**config.mk**
```make
export PLATFORM = sky130hd
export DESIGN_NAME = icc_cmd_seq
export DESIGN_NICKNAME = d
export VERILOG_FILES = /design/src/rtl/icc_pkg.sv /design/src/rtl/icc_init_seq.sv /design/src/rtl/icc_ocw_dec.sv /design/src/rtl/icc_rd_path.sv /design/src/rtl/icc_cmd_seq.sv
export SDC_FILE = /design/constraint.sdc
export NUM_CORES = 1
export LEC_CHECK = 0
export ABC_AREA = 1
export CAP_MARGIN = 10
export CORE_MARGIN = 2
export CORE_UTILIZATION = 44
export DETAILED_ROUTE_END_ITERATION = 10
export PLACE_DENSITY = 0.82
export SETUP_SLACK_MARGIN = 0.4
export SYNTH_ARGS = -nofsm -noshare
export SYNTH_HDL_FRONTEND = slang
export SYNTH_SLANG_ARGS = --single-unit
```
**constraint.sdc**
```tcl
create_clock -name clk -period 1.4 [get_ports clk]
set_clock_uncertainty 0.05 [all_clocks]
set_input_delay 0.14 -clock clk [delete_from_list [all_inputs] [get_ports clk]]
set_output_delay 0.14 -clock clk [all_outputs]
set_load 0.005 [all_outputs]
```
**src/rtl/icc_pkg.sv**
```systemverilog
package icc_pkg;
   typedef enum logic [1:0] {
      STEP_RUN  = 2'd0,
      STEP_BASE = 2'd1,
      STEP_CASC = 2'd2,
      STEP_TAIL = 2'd3
   } icc_step_e;

   localparam logic [2:0] CMD_ROT_CLR  = 3'd0;
   localparam logic [2:0] CMD_NOP      = 3'd2;
   localparam logic [2:0] CMD_ROT_SET  = 3'd4;

   function automatic logic cmd_has_strobe(input logic [2:0] code);
      return !(code == CMD_ROT_CLR || code == CMD_NOP || code == CMD_ROT_SET);
   endfunction
endpackage

```
**src/rtl/icc_init_seq.sv**
```systemverilog
module icc_init_seq
   import icc_pkg::*;
#(
   parameter int DW    = 8,
   parameter int LINES = 8
) (
   input  logic                 clk,
   input  logic                 rst_n,
   input  logic                 start,
   input  logic                 data_wr,
   input  logic [DW-1:0]        wdata,
   output logic [LINES-1:0]     mask,
   output logic [DW-$clog2(LINES)-1:0] base,
   output logic                 nested,
   output logic                 aeoi
);
   localparam int LW = $clog2(LINES);

   icc_step_e step;
   logic      want_tail;

   always_ff @(posedge clk or negedge rst_n) begin
      if (!rst_n) begin
         step      <= STEP_RUN;
         want_tail <= 1'b0;
         mask      <= '0;
         base      <= '0;
         nested    <= 1'b0;
         aeoi      <= 1'b0;
      end else if (start) begin
         want_tail <= wdata[0];
         mask      <= '0;
         step      <= STEP_BASE;
         if (!wdata[0]) begin
            nested <= 1'b0;
            aeoi   <= 1'b0;
         end
      end else if (data_wr) begin
         unique case (step)
            STEP_RUN:  mask <= wdata[LINES-1:0];
            STEP_BASE: begin
               base <= wdata[DW-1:LW];
               step <= STEP_CASC;
            end
            STEP_CASC: step <= want_tail ? STEP_TAIL : STEP_RUN;
            STEP_TAIL: begin
               nested <= wdata[4];
               aeoi   <= wdata[1];
               step   <= STEP_RUN;
            end
            default:   step <= STEP_RUN;
         endcase
      end
   end
endmodule

```
**src/rtl/icc_ocw_dec.sv**
```systemverilog
module icc_ocw_dec
   import icc_pkg::*;
#(
   parameter int DW    = 8,
   parameter int LINES = 8
) (
   input  logic                       clk,
   input  logic                       rst_n,
   input  logic                       ctl_wr,
   input  logic [DW-1:0]              wdata,
   input  logic                       poll_take,
   output logic                       rsel,
   output logic                       smask,
   output logic                       rot_aeoi,
   output logic                       poll_armed,
   output logic                       init_stb,
   output logic                       cmd_stb,
   output logic [2:0]                 cmd_kind,
   output logic [$clog2(LINES)-1:0]   cmd_line
);
   localparam int LW = $clog2(LINES);

   logic       is_init, is_mode, is_cmd;
   logic [2:0] code;

   always_comb begin
      is_init = ctl_wr && wdata[4];
      is_mode = ctl_wr && !wdata[4] && wdata[3];
      is_cmd  = ctl_wr && !wdata[4] && !wdata[3];
      code    = wdata[7:5];
   end

   always_ff @(posedge clk or negedge rst_n) begin
      if (!rst_n) begin
         rsel       <= 1'b0;
         smask      <= 1'b0;
         rot_aeoi   <= 1'b0;
         poll_armed <= 1'b0;
         init_stb   <= 1'b0;
         cmd_stb    <= 1'b0;
         cmd_kind   <= '0;
         cmd_line   <= '0;
      end else begin
         init_stb <= is_init;
         cmd_stb  <= is_cmd && cmd_has_strobe(code);
         if (is_cmd) begin
            cmd_kind <= code;
            cmd_line <= wdata[LW-1:0];
            if (code == CMD_ROT_CLR) rot_aeoi <= 1'b0;
            if (code == CMD_ROT_SET) rot_aeoi <= 1'b1;
         end
         if (is_init) begin
            rsel  <= 1'b0;
            smask <= 1'b0;
         end
         if (is_mode) begin
            if (wdata[1]) rsel  <= wdata[0];
            if (wdata[6]) smask <= wdata[5];
         end
         if (is_mode && wdata[2]) poll_armed <= 1'b1;
         else if (poll_take)      poll_armed <= 1'b0;
      end
   end
endmodule

```
**src/rtl/icc_rd_path.sv**
```systemverilog
module icc_rd_path #(
   parameter int DW     = 8,
   parameter int LINES  = 8,
   parameter bit RD_REG = 1'b1
) (
   input  logic                     clk,
   input  logic                     rst_n,
   input  logic                     rd_en,
   input  logic                     addr,
   input  logic [LINES-1:0]         mask,
   input  logic [LINES-1:0]         irr,
   input  logic [LINES-1:0]         isr,
   input  logic                     rsel,
   input  logic                     poll_armed,
   input  logic                     poll_valid,
   input  logic [$clog2(LINES)-1:0] poll_line,
   output logic [DW-1:0]            rdata,
   output logic                     poll_take,
   output logic                     poll_clr_stb,
   output logic [$clog2(LINES)-1:0] poll_clr_line
);
   localparam int LW = $clog2(LINES);

   logic [DW-1:0] rd_val;

   always_comb begin
      rd_val = '0;
      if (poll_armed) begin
         if (poll_valid) rd_val[LW-1:0] = poll_line;
         else            rd_val = DW'(LINES - 1);
      end else if (addr) begin
         rd_val[LINES-1:0] = mask;
      end else begin
         rd_val[LINES-1:0] = rsel ? isr : irr;
      end
      poll_take = rd_en && poll_armed;
   end

   always_ff @(posedge clk or negedge rst_n) begin
      if (!rst_n) begin
         poll_clr_stb  <= 1'b0;
         poll_clr_line <= '0;
      end else begin
         poll_clr_stb <= poll_take && poll_valid;
         if (poll_take) poll_clr_line <= poll_line;
      end
   end

   generate
      if (RD_REG) begin : g_reg_rd
         always_ff @(posedge clk or negedge rst_n) begin
            if (!rst_n)     rdata <= '0;
            else if (rd_en) rdata <= rd_val;
         end
      end else begin : g_comb_rd
         assign rdata = rd_val;
      end
   endgenerate
endmodule

```
**src/rtl/icc_cmd_seq.sv**
```systemverilog
module icc_cmd_seq #(
   parameter int DW     = 8,
   parameter int LINES  = 8,
   parameter bit RD_REG = 1'b1
) (
   input  logic                     clk,
   input  logic                     rst_n,
   input  logic                     wr_en_i,
   input  logic                     rd_en_i,
   input  logic                     addr_i,
   input  logic [DW-1:0]            wdata_i,
   input  logic [LINES-1:0]         irr_i,
   input  logic [LINES-1:0]         isr_i,
   input  logic                     poll_valid_i,
   input  logic [$clog2(LINES)-1:0] poll_line_i,
   output logic [DW-1:0]            rdata_o,
   output logic [LINES-1:0]         mask_o,
   output logic [DW-$clog2(LINES)-1:0] vec_base_o,
   output logic                     nested_o,
   output logic                     auto_eoi_o,
   output logic                     rot_aeoi_o,
   output logic                     smask_o,
   output logic                     init_stb_o,
   output logic                     cmd_stb_o,
   output logic [2:0]               cmd_kind_o,
   output logic [$clog2(LINES)-1:0] cmd_line_o,
   output logic                     poll_clr_stb_o,
   output logic [$clog2(LINES)-1:0] poll_clr_line_o
);
   localparam int LW = $clog2(LINES);

   generate
      if (DW < 8) begin : g_bad_dw
         $error("icc_cmd_seq: command fields need DW >= 8");
      end
      if (LINES != (1 << LW) || LINES > DW || LINES < 8) begin : g_bad_lines
         $error("icc_cmd_seq: LINES must be a power of two between 8 and DW");
      end
   endgenerate

   logic ctl_wr, data_wr, init_go;
   logic rsel, poll_armed, poll_take;

   always_comb begin
      ctl_wr  = wr_en_i && !addr_i;
      data_wr = wr_en_i && addr_i;
      init_go = ctl_wr && wdata_i[4];
   end

   icc_init_seq #(.DW(DW), .LINES(LINES)) u_init (
      .clk     (clk),
      .rst_n   (rst_n),
      .start   (init_go),
      .data_wr (data_wr),
      .wdata   (wdata_i),
      .mask    (mask_o),
      .base    (vec_base_o),
      .nested  (nested_o),
      .aeoi    (auto_eoi_o)
   );

   icc_ocw_dec #(.DW(DW), .LINES(LINES)) u_dec (
      .clk        (clk),
      .rst_n      (rst_n),
      .ctl_wr     (ctl_wr),
      .wdata      (wdata_i),
      .poll_take  (poll_take),
      .rsel       (rsel),
      .smask      (smask_o),
      .rot_aeoi   (rot_aeoi_o),
      .poll_armed (poll_armed),
      .init_stb   (init_stb_o),
      .cmd_stb    (cmd_stb_o),
      .cmd_kind   (cmd_kind_o),
      .cmd_line   (cmd_line_o)
   );

   icc_rd_path #(.DW(DW), .LINES(LINES), .RD_REG(RD_REG)) u_rd (
      .clk           (clk),
      .rst_n         (rst_n),
      .rd_en         (rd_en_i),
      .addr          (addr_i),
      .mask          (mask_o),
      .irr           (irr_i),
      .isr           (isr_i),
      .rsel          (rsel),
      .poll_armed    (poll_armed),
      .poll_valid    (poll_valid_i),
      .poll_line     (poll_line_i),
      .rdata         (rdata_o),
      .poll_take     (poll_take),
      .poll_clr_stb  (poll_clr_stb_o),
      .poll_clr_line (poll_clr_line_o)
   );
endmodule

```
* Yosys cells after proc, flatten, opt, wreduce, memory -nomap -nowiden *
Index checks and enable logic that the tools add are counted.

word-level totals
  register bits = 42
  bits of input ports = 33
  output and inout port bits = 37

cells by class
  equality and inequality tests = 6
  muxes and demuxes = 28
  bitwise logic cells = 1
  reduce and logical (&&, ||, !) cells = 29

operators by type and width
  kind                                                             number
  8-bit two-way mux                                                6
  1-bit two-way mux                                                17
  1-bit logical AND                                                10
  2-bit nonzero test                                               5
  2-bit two-way mux                                                3
  2-bit one-hot mux with 3 select lines                            1
  2-bit AND reduction                                              3
  3-bit AND reduction                                              2
  2-bit == test, second input constant                             2
  1-bit logical NOT                                                4
  4-bit nonzero test                                               1
  3-bit by 2-bit == test with 1-bit output, second input constant  1
  3-bit == test, second input constant                             1
  3-bit logical NOT                                                1
  3-bit two-way mux                                                1
  2-bit by 1-bit == test with 1-bit output, second input constant  1
  2-bit logical NOT                                                1
  1-bit logical OR                                                 2
  2-bit != test, second input constant                             1
  1-bit inverter                                                   1

* Depth between registers and ports, before layout *
Gate-level depths: netlist (run 1).

  depth in word-level cells = 6
  gate-level depth with buffers = 7
  mapped depth without buffers = 7

* By module *
Synthesis (run 1) repeated with hierarchy kept, for this count alone.

second synthesis, totals
  cell total of the unflattened synthesis = 269
  area, all modules = 2079.5 µm²

by module, submodules not included
  module        times used  cells an instance  area each (µm²)  seq. area each (µm²)
  icc_init_seq  1           96                 833.3            450.4
  icc_rd_path   1           105                686.9            300.3
  icc_ocw_dec   1           61                 528.0            300.3
  icc_cmd_seq   1           7                  31.3             0.0

* Worst setup path after synthesis (run 1) *
No wires, ideal clock.

  path type = flip-flop to flip-flop
  start point = register u_init.step[1]
  end point = register u_init.mask[4]
  arrival time = 865 ps
  data required time = 1227 ps
  setup slack = 362 ps
  stages on the path, launching flop included = 6
  path buffers = 1
  cells stage by stage = dfrtp_1 > nor2_1 > nand2_2 > buf_6 > nand3_1 > o21ai_1

on the way
  cells in the longest elaborated chain, start to end = 3

RTL lines
  element                               line                text
  from (decl)                           icc_init_seq.sv:19  icc_step_e step;
  from (signal assigned)                icc_init_seq.sv:45  STEP_CASC: step <= want_tail ? STEP_TAIL : STEP_RUN;
  2-bit logical NOT                     icc_init_seq.sv:39  unique case (step)
  2-bit nonzero test (no source line)   -
  2-bit AND reduction (no source line)  -
  to (signal assigned)                  icc_init_seq.sv:40  STEP_RUN: mask <= wdata[LINES-1:0];
  to (decl)                             icc_init_seq.sv:12  output logic [LINES-1:0] mask,

Every way passes these cells.
A chain may end at the register's enable or synchronous reset.

* Final worst setup path (run 1) *
  start point = register u_init.step[1]
  end point = register u_init.mask[6]

The elaborated chain is that of the path after synthesis.

==> results.toml, run 1 <==
[status]
outcome = "complete, no violations"

[sta]
setup_viol_count_final = 0
tightest_slew_ps = 384
relSlewSlack = 0.744
slew_viol_final = 0
fin_crit_sh = 0.773
rsz0062_at_grt = "yes"
fmax_mhz = 924
hold_violations = 0
worst_slack_ps = 318
fin_crit_ps = 1080

[power]
power.share.clock = 0.255
swShare = 0.300
internal_power_mw = 2.55
sequentialPowerShare = 0.435
p_sw_mw = 1.09
comb_power_share = 0.310
power.density_nw_per_um2 = 1190
p_leak_nw = 1.67
ir_drop_mv = 0.868

[final_layout]
seq_area_um2 = 1060
layout-area-overhead-vs-synth_pct = 61.0
drive_above_1_share = 0.430
multiInputGateArea_um2 = 892
fin_util = 0.750
fillers = 293
num_antenna_cells = 0
nNetsFinal = 369
fin_area_um2 = 3060
final_cells = 387

[yosys]
ys_top_cells_by_count = "nand2_1, dfrtp_1, nand3_1"
async_flop_share = 1.00
ys_warn_count = 0
avgSynthCellArea_um2 = 8.77
syn_nets = 250
synth_area_um2 = 1900
synth-main-ff-cell = "dfrtp_1"
yosys.area.top_type_share = 0.552
ys_types = 20
synth-seq-cells = 42
synth_edf_count = 0
yosys.area.top_type = "dfrtp_1"
yosysSeqAreaShare = 0.552
netlist_instances = 217
yosysMostFrequentCell = "nand2_1"
synthTopCellsByArea = "dfrtp_1, nand2_1, nand3_1, inv_1, o211ai_1"

[grt]
antenna_found_initial = 0
grt_max_degree = 43
grtUsageTotal = 0.230
grt_pass1_vias = 1883
grt_pass1_wl_mm = 8.80
overflow = 0

[place]
dpl-instance-area_um2 = 2730
dpl.cell_count = 345
hpwl_mm = 3.50
place.gp.congestion = 0.834
dpl_worst_slack_ps = -67.7
port_buffers = 69

[routing]
drtIter0Drc = 158
via_per_inst = 5.11
wirelength_mm = 5.70
num_vias = 1978
wl_per_cell_um = 14.7
dr.pass1.iters = 4
ant_nets = 0
drc = 0

[setup_path]
start_kind = "register"
required_ps = 1540
critPathCaptureType = "register"
worstPathArrival_ps = 1220
cp_max_fo = 8
r2r_cells = 4
path_class = "reg2reg"

[clocking]
cts_buffer_depth = 2
htreeDepth = 2
cts_made_buffers = 5
clk_pin_slew_ps = 80
clock_latency_ps = 300
ctsRootBufferMaster = "clkbuf_8"
cts_tree = "yes"
clock-sinks = 42

[floorplanning]
start_util = 0.466
coreArea_um2 = 4090
pin_count = 70
rows = 23
die_w_um = 69.8
die_area_um2 = 4870
die_h_um = 69.8

[worst_hold_path]
hold_path_depth = 4
hold_path.class = "in2reg"

[job]
maxCapViolCount = 0
placed cells by master (no fill, tap or decap), types with 5 or more instances in the layout:
master and n:
dfrtp_1 38, a21oi_1 8, nand3_2 14, o21ai_2 6
o211ai_1 8, buf_2 38, clkbuf_8 8, clkdlybuf4s50_1 28
buf_4 41, nand2_1 55, nand3_1 10, inv_1 16
nand2_2 14, nand2_4 5, o21ai_1 13
cell type report:
cell class | count | area share
repair buffers | 115 | 0.281
well taps | 50 | 0.0204
flip-flops and latches | 42 | 0.345
multi-input cells | 151 | 0.291
clock buffers | 8 | 0.0359
inverters | 21 | 0.0274
cells by family (layout without fill, tap and decap cells):
family | count (synthesis) | in the layout | share of synthesized area
AND/OR/NAND/NOR | 109 | 111 | 0.256
flip-flops | 42 | 42 | 0.552
AO/OA/AOI/OAI | 40 | 40 | 0.126
buffers and inverters | 26 | 144 | 0.0657
flip-flops by register name (all words and copies together) (netlist names), 2 cells and up:
register            count
u_init.base             5
u_dec.cmd_kind          3
u_init.mask             8
u_rd.poll_clr_line      3
u_dec.cmd_line          3
u_rd.rdata              8
u_init.step             2
final timing paths:
path,endpoint,from,slack (ps)
worst max register to register,u_init.mask[6]$_DFFE_PN0P_,u_init.step[1]$_DFFE_PN0P_,320
min in group asynchronous,u_rd.rdata[3]$_DFFE_PN0P_,rst_n,330
max in group asynchronous,u_dec.rsel$_DFF_PN0_,rst_n,670
worst max-delay path,u_init.mask[6]$_DFFE_PN0P_,u_init.step[1]$_DFFE_PN0P_,320
worst min register to register,u_dec.cmd_line[2]$_DFFE_PN0P_,u_dec.cmd_line[2]$_DFFE_PN0P_,430
worst min-delay path,u_init.mask[4]$_DFFE_PN0P_,wr_en_i,310
power by group through the flow:
stage | logic (mW) | registers, mW | clock network (mW)
floorplan | 0.314 | 1.60 | 0
global placement | 0.934 | 1.60 | 0
detailed placement | 0.957 | 1.61 | 0
CTS | 0.954 | 1.56 | 0.942
global route | 1.24 | 1.61 | 0.997
finish | 1.13 | 1.58 | 0.926
metal layers:
| layer | share of wire | vias up | GRT usage | wire length (um) |
|---|---|---|---|---|
| met5 | 0 | - | 0 | 0 |
| met4 | 0.024 | 0 | 0.113 | 139 |
| met2 | 0.48 | 83 | 0.347 | 2730 |
| met3 | 0.076 | 14 | 0.0581 | 431 |
| met1 | 0.42 | 922 | 0.308 | 2400 |
| li1 | - | 959 | - | - |
worst max-delay path, cell delays in order, from the launching register on:
cell     delay [ps]
dfrtp_2         470
nor2_4          180
nand2_2         140
nand3_2          80
o21ai_1          60
metrics by stage:
stage               hold slack [ps]  setup TNS, ps  total power [mW]
floorplan                      -206              0              1.92
global placement                189           -285              2.54
detailed placement              192           -624              2.57
CTS                             302              0              3.46
global route                    363              0              3.84
finish                          310              0              3.64
repair_timing:
action,in CTS,in global routing
pin swaps,17,17
gates resized for setup,178,25
endpoints found under the setup margin,72,63
cloned,1,1
endpoints found under the hold margin,42,0
hold buffers,1,0
buffers inserted,16,15
Power figures use the tool's default switching activity.
==> inputs of run 2 (changes only) <==
- CORE_UTILIZATION: 44 -> 40
- PLACE_DENSITY: 0.82 -> 0.79
- clock period: 1.4 -> 0.9 ns (I/O delays scaled with it)
==> results.toml, run 2 (synthesis results as in run 1) <==
[worst_hold_path]
hold_path.class = "in2async"

[setup_path]
r2r_cells = 8
critPathCaptureType = "register"
path_class = "reg2reg"
start_kind = "register"
reg2reg_from = "u_init.step[0]$_DFFE_PN0P_"
cp_max_fo = 3
worstPathArrival_ps = 1270
required_ps = 1050
critPathCapture = "u_init.nested$_DFFE_PN0P_"
timing.rr.end = "u_init.nested$_DFFE_PN0P_"
crit_path_start = "u_init.step[0]$_DFFE_PN0P_"
r2r_slack_ps = -220

[power]
comb_power_share = 0.318
p_sw_mw = 1.82
swShare = 0.292
ir_drop_mv = 1.25
internal_power_mw = 4.42
p_leak_nw = 1.82
sequentialPowerShare = 0.393
power.share.clock = 0.289
power.density_nw_per_um2 = 1800

[sta]
slew_viol_final = 0
tightest_slew_ps = 265
fin_crit_ps = 1120
relSlewSlack = 0.823
fmax_mhz = 890
rsz0062_at_grt = "yes"
hold_violations = 42
hold_ws_ps = -298
fin_crit_sh = 1.25
worst_slack_ps = -224
setup_viol_count_final = 66

[status]
violations = "hold timing, setup timing"
outcome = "complete, but fails checks"

[floorplanning]
coreArea_um2 = 4660
die_h_um = 73.0
rows = 25
die_w_um = 73.0
die_area_um2 = 5330
pin_count = 70
start_util = 0.408

[clocking]
ctsRootBufferMaster = "clkbuf_8"
htreeDepth = 2
cts_buffer_depth = 2
clock_latency_ps = 300
cts_made_buffers = 5
clock-sinks = 42
clk_pin_slew_ps = 80
cts_tree = "yes"

[job]
maxCapViolCount = 0

[grt]
overflow = 0
grt_pass1_wl_mm = 9.89
grt_pass1_vias = 2096
grtUsageTotal = 0.243
antenna_found_initial = 0
grt_max_degree = 43

[final_layout]
layout_common_cells = "nand2_1, buf_2, dfrtp_1"
fin_util = 0.742
reg.largest.list = "u_init.mask: 8 flops, u_rd.rdata: 8 flops, u_init.base: 5 flops"
num_antenna_cells = 0
final_cells = 407
drive_above_1_share = 0.527
layout-area-overhead-vs-synth_pct = 81.7
nNetsFinal = 385

[routing]
drc = 0
num_vias = 2072
wirelength_mm = 6.56
drtIter0Drc = 131
via_per_inst = 5.09
wl_per_cell_um = 16.1
dr.pass1.iters = 4
ant_nets = 0

[place]
dpl.cell_count = 373
port_buffers = 69
place.gp.congestion = 0.801
hpwl_mm = 3.73
==> run 2: cell types whose count changed in the layout (fill, tap and decap cells not counted), moves of 4 or more <==
cell	delta
buf_4	-5
nand2_2	+10
clkdlybuf4s50_1	-6
buf_6	+18
nand2_8	+4
buf_12	+4
nand2_1	-16
==> run 2: repair_timing <==
item                                    in CTS  in global routing
setup buffers                               13                 10
hold endpoints to repair                    42                 42
resized for setup                          216                 40
pin swaps                                   12                 16
endpoints found under the setup margin      79                 79
cloned                                       3                  0
==> run 2: metrics by stage <==
stage / setup slack [ps] / power, mW / cell area [um^2] / TNS (ps)
finish: -224 / 6.24 / 3460 / -6380
global route: -261 / 6.53 / 3460 / -8590
CTS: -173 / 5.98 / 3270 / -5390
detailed placement: -578 / 4.28 / 3020 / -20740
global placement: -550 / 4.23 / 3020 / -19980
floorplan: -132 / 3.02 / 1990 / -1210
==> run 2: layout make-up <==
cell class              count  area (um^2)
repair buffers            130         1080
well taps                  54         67.6
inverters                  21          106
flip-flops and latches     42         1050
clock inverters             3         68.8
multi-input cells         152         1010
clock buffers               5         68.8
fillers                   336         1200
==> run 2: worst max-delay path, stage by stage (launching register included) <==
cell and delay (ps):
dfrtp_1 420, buf_6 130, nand2_2 50, inv_2 60
nand2_2 60, nand2_2 70, nand2_2 60, nand2_2 70
nand2_1 50
==> run 2: per-layer routing <==
| metal | vias to the layer above | wire length, um | track usage |
|---|---|---|---|
| li1 | 989 | - | - |
| met1 | 983 | 2620 | 0.311 |
| met2 | 88 | 3430 | 0.411 |
| met3 | 12 | 428 | 0.0539 |
| met4 | 0 | 89 | 0.0782 |
| met5 | - | 0 | 0 |
==> run 2: power by group through the flow <==
stage	Combinational [mW]	Sequential [mW]	Clock [mW]
after global routing	2.16	2.48	1.89
after CTS	1.74	2.43	1.81
after global placement	1.77	2.46	0
final	1.98	2.45	1.80
after floorplan	0.518	2.50	0
after detailed placement	1.81	2.47	0
==> run 2: how the worst min path moves through the flow <==
| stage | startpoint | end | slack [ps] |
|---|---|---|---|
| floorplan | rst_n | u_dec.cmd_kind[0]$_DFFE_PN0P_ | -260 |
| global placement | rst_n | u_rd.rdata[4]$_DFFE_PN0P_ | 30 |
| detailed placement | rst_n | u_rd.rdata[4]$_DFFE_PN0P_ | 30 |
| CTS | rst_n | u_rd.rdata[7]$_DFFE_PN0P_ | -290 |
| global route | rst_n | u_dec.init_stb$_DFF_PN0_ | -280 |
| finish | rst_n | u_rd.rdata[4]$_DFFE_PN0P_ | -300 |
==> inputs of run 3 (changes only) <==
- CAP_MARGIN: 10 -> unset
- TNS_END_PERCENT: unset -> 1
==> results.toml, run 3 (synthesis results as in run 1) <==
[status]
outcome = "complete, but fails checks"
violations = "hold timing, setup timing"

[clocking]
clock-sinks = 42
cts_buffer_depth = 2
clock_latency_ps = 300
cts_made_buffers = 5
clk_pin_slew_ps = 80
ctsRootBufferMaster = "clkbuf_8"
cts_tree = "yes"
htreeDepth = 2

[final_layout]
num_antenna_cells = 0
final_common_cell = "nand2_1"
layout-area-overhead-vs-synth_pct = 59.0
nNetsFinal = 369
fin_area_um2 = 3030
final_cells = 391
layout_common_cells = "nand2_1, dfrtp_1, buf_4"
drive_above_1_share = 0.407
reg.largest.list = "u_init.mask: 8 flops, u_rd.rdata: 8 flops, u_init.base: 5 flops"

[power]
power.density_nw_per_um2 = 1790
p_leak_nw = 1.63
comb_power_share = 0.314
p_sw_mw = 1.64
power.share.clock = 0.235
swShare = 0.303
internal_power_mw = 3.78
ir_drop_mv = 1.12
sequentialPowerShare = 0.451

[job]
maxCapViolCount = 0

[grt]
grt_pass1_vias = 1892
grtUsageTotal = 0.211
grt_pass1_wl_mm = 8.47
antenna_found_initial = 0
overflow = 0
grt_max_degree = 43

[setup_path]
critical-path-top-delay-family = "flip-flops"
crit_chain = "nor2_4, nand2_2, a21oi_1"
cp_max_fo = 5
path_class = "reg2reg"
worstPathArrival_ps = 1240
reg2reg_from = "u_init.step[1]$_DFFE_PN0P_"
r2r_cells = 3
max_stage_delay_ps = 460
timing.rr.end = "u_init.step[1]$_DFFE_PN0P_"
cpMaxStageDelayCell = "dfrtp_2"
required_ps = 1070
critical_path_buf_inv_count = 0
r2r_slack_ps = -170
start_kind = "register"
critPathCaptureType = "register"

[sta]
rsz0062_at_grt = "yes"
worst_slack_ps = -170
hold_violations = 42
hold_ws_ps = -296
slew_viol_final = 0
fin_crit_sh = 1.19
fmax_mhz = 935
fin_crit_ps = 1070
setup_viol_count_final = 63
relSlewSlack = 0.839
tightest_slew_ps = 242

[routing]
dr.max_layer_used = "met4"
dr.pass1.iters = 4
via_per_inst = 4.87
num_vias = 1904
wirelength_mm = 5.42
wl_per_cell_um = 13.9
wl_met3_um = 337
ant_nets = 0
drtIter0Drc = 100
wl_met1_mm = 2.38
dr_wl_met2_mm = 2.63
drc = 0

[place]
place.gp.congestion = 0.828
dpl_worst_slack_ps = -545
dpl.cell_count = 371
port_buffers = 69
dpl-instance-area_um2 = 2920
hpwl_mm = 3.81

[floorplanning]
die_h_um = 73.0
coreArea_um2 = 4660
start_util = 0.408
rows = 25
die_w_um = 73.0
die_area_um2 = 5330
pin_count = 70

[worst_hold_path]
hold_path.class = "in2async"
-- run 3: cell types whose count changed in the layout (fill, tap and decap cells not counted), moves of 4 or more --
cell      change
buf_6        -14
clkbuf_2     +30
nand2_2      -17
a21oi_1       +4
a21oi_2       -4
nand2_1      +24
nand2_4       -5
buf_2        -30
-- run 3: worst max-delay path by stage --
stage	from	to	cells after the start
floorplan	u_init.step[0]$_DFFE_PN0P_	u_init.mask[4]$_DFFE_PN0P_	5
global placement	wr_en_i	u_init.mask[1]$_DFFE_PN0P_	6
detailed placement	wr_en_i	u_init.mask[2]$_DFFE_PN0P_	6
CTS	u_init.step[0]$_DFFE_PN0P_	u_init.mask[1]$_DFFE_PN0P_	4
global route	u_dec.rsel$_DFF_PN0_	u_rd.rdata[5]$_DFFE_PN0P_	5
finish	u_init.step[1]$_DFFE_PN0P_	u_init.step[1]$_DFFE_PN0P_	3
-- run 3: repair_timing --
| action | in CTS | in global routing |
|---|---|---|
| gates cloned | 1 | 1 |
| gates resized for setup | 124 | 51 |
| hold endpoints to repair | 42 | 42 |
| setup buffers | 9 | 1 |
| pin swaps | 9 | 9 |
| endpoints found under the setup margin | 79 | 79 |
-- run 3: worst reg2reg max path, stage by stage (launching register included) --
cell     delay, ps
dfrtp_2        460
nor2_4         190
nand2_2        130
a21oi_1        170
-- run 3: layer usage --
layer,vias to the layer above,global-route usage
li1,957,-
met1,876,0.265
met2,65,0.349
met3,6,0.0525
met4,0,0.0844
met5,-,0
-- run 3: cell type report --
class / count / area, um^2
Timing Repair Buffer: 115 / 878
Clock inverter: 2 / 12.5
Multi-Input combinational cell: 151 / 848
Fill cell: 392 / 1640
Clock buffer: 6 / 82.6
Inverter: 21 / 82.6
Sequential cell: 42 / 1050
Tap cell: 54 / 67.6
-- run 3: through the flow --
step / util / hold slack (ps) / total power [mW] / setup TNS, ps
floorplan: - / -256 / 2.98 / -1950
global placement: 0.626 / 32.0 / 4.16 / -19110
detailed placement: 0.626 / 30.4 / 4.22 / -20860
CTS: 0.669 / -300 / 5.55 / -8220
global route: 0.649 / -297 / 5.77 / -7900
finish: 0.649 / -296 / 5.43 / -5020
-- run 3: power by group through the flow --
stage	Sequential (mW)	Clock (mW)	Combinational, mW
3_3_place_gp	2.45	0	1.72
4_1_cts	2.44	1.33	1.79
5_1_grt	2.49	1.40	1.88
3_5_place_dp	2.46	0	1.76
6_report	2.45	1.27	1.70
2_1_floorplan	2.49	0	0.488
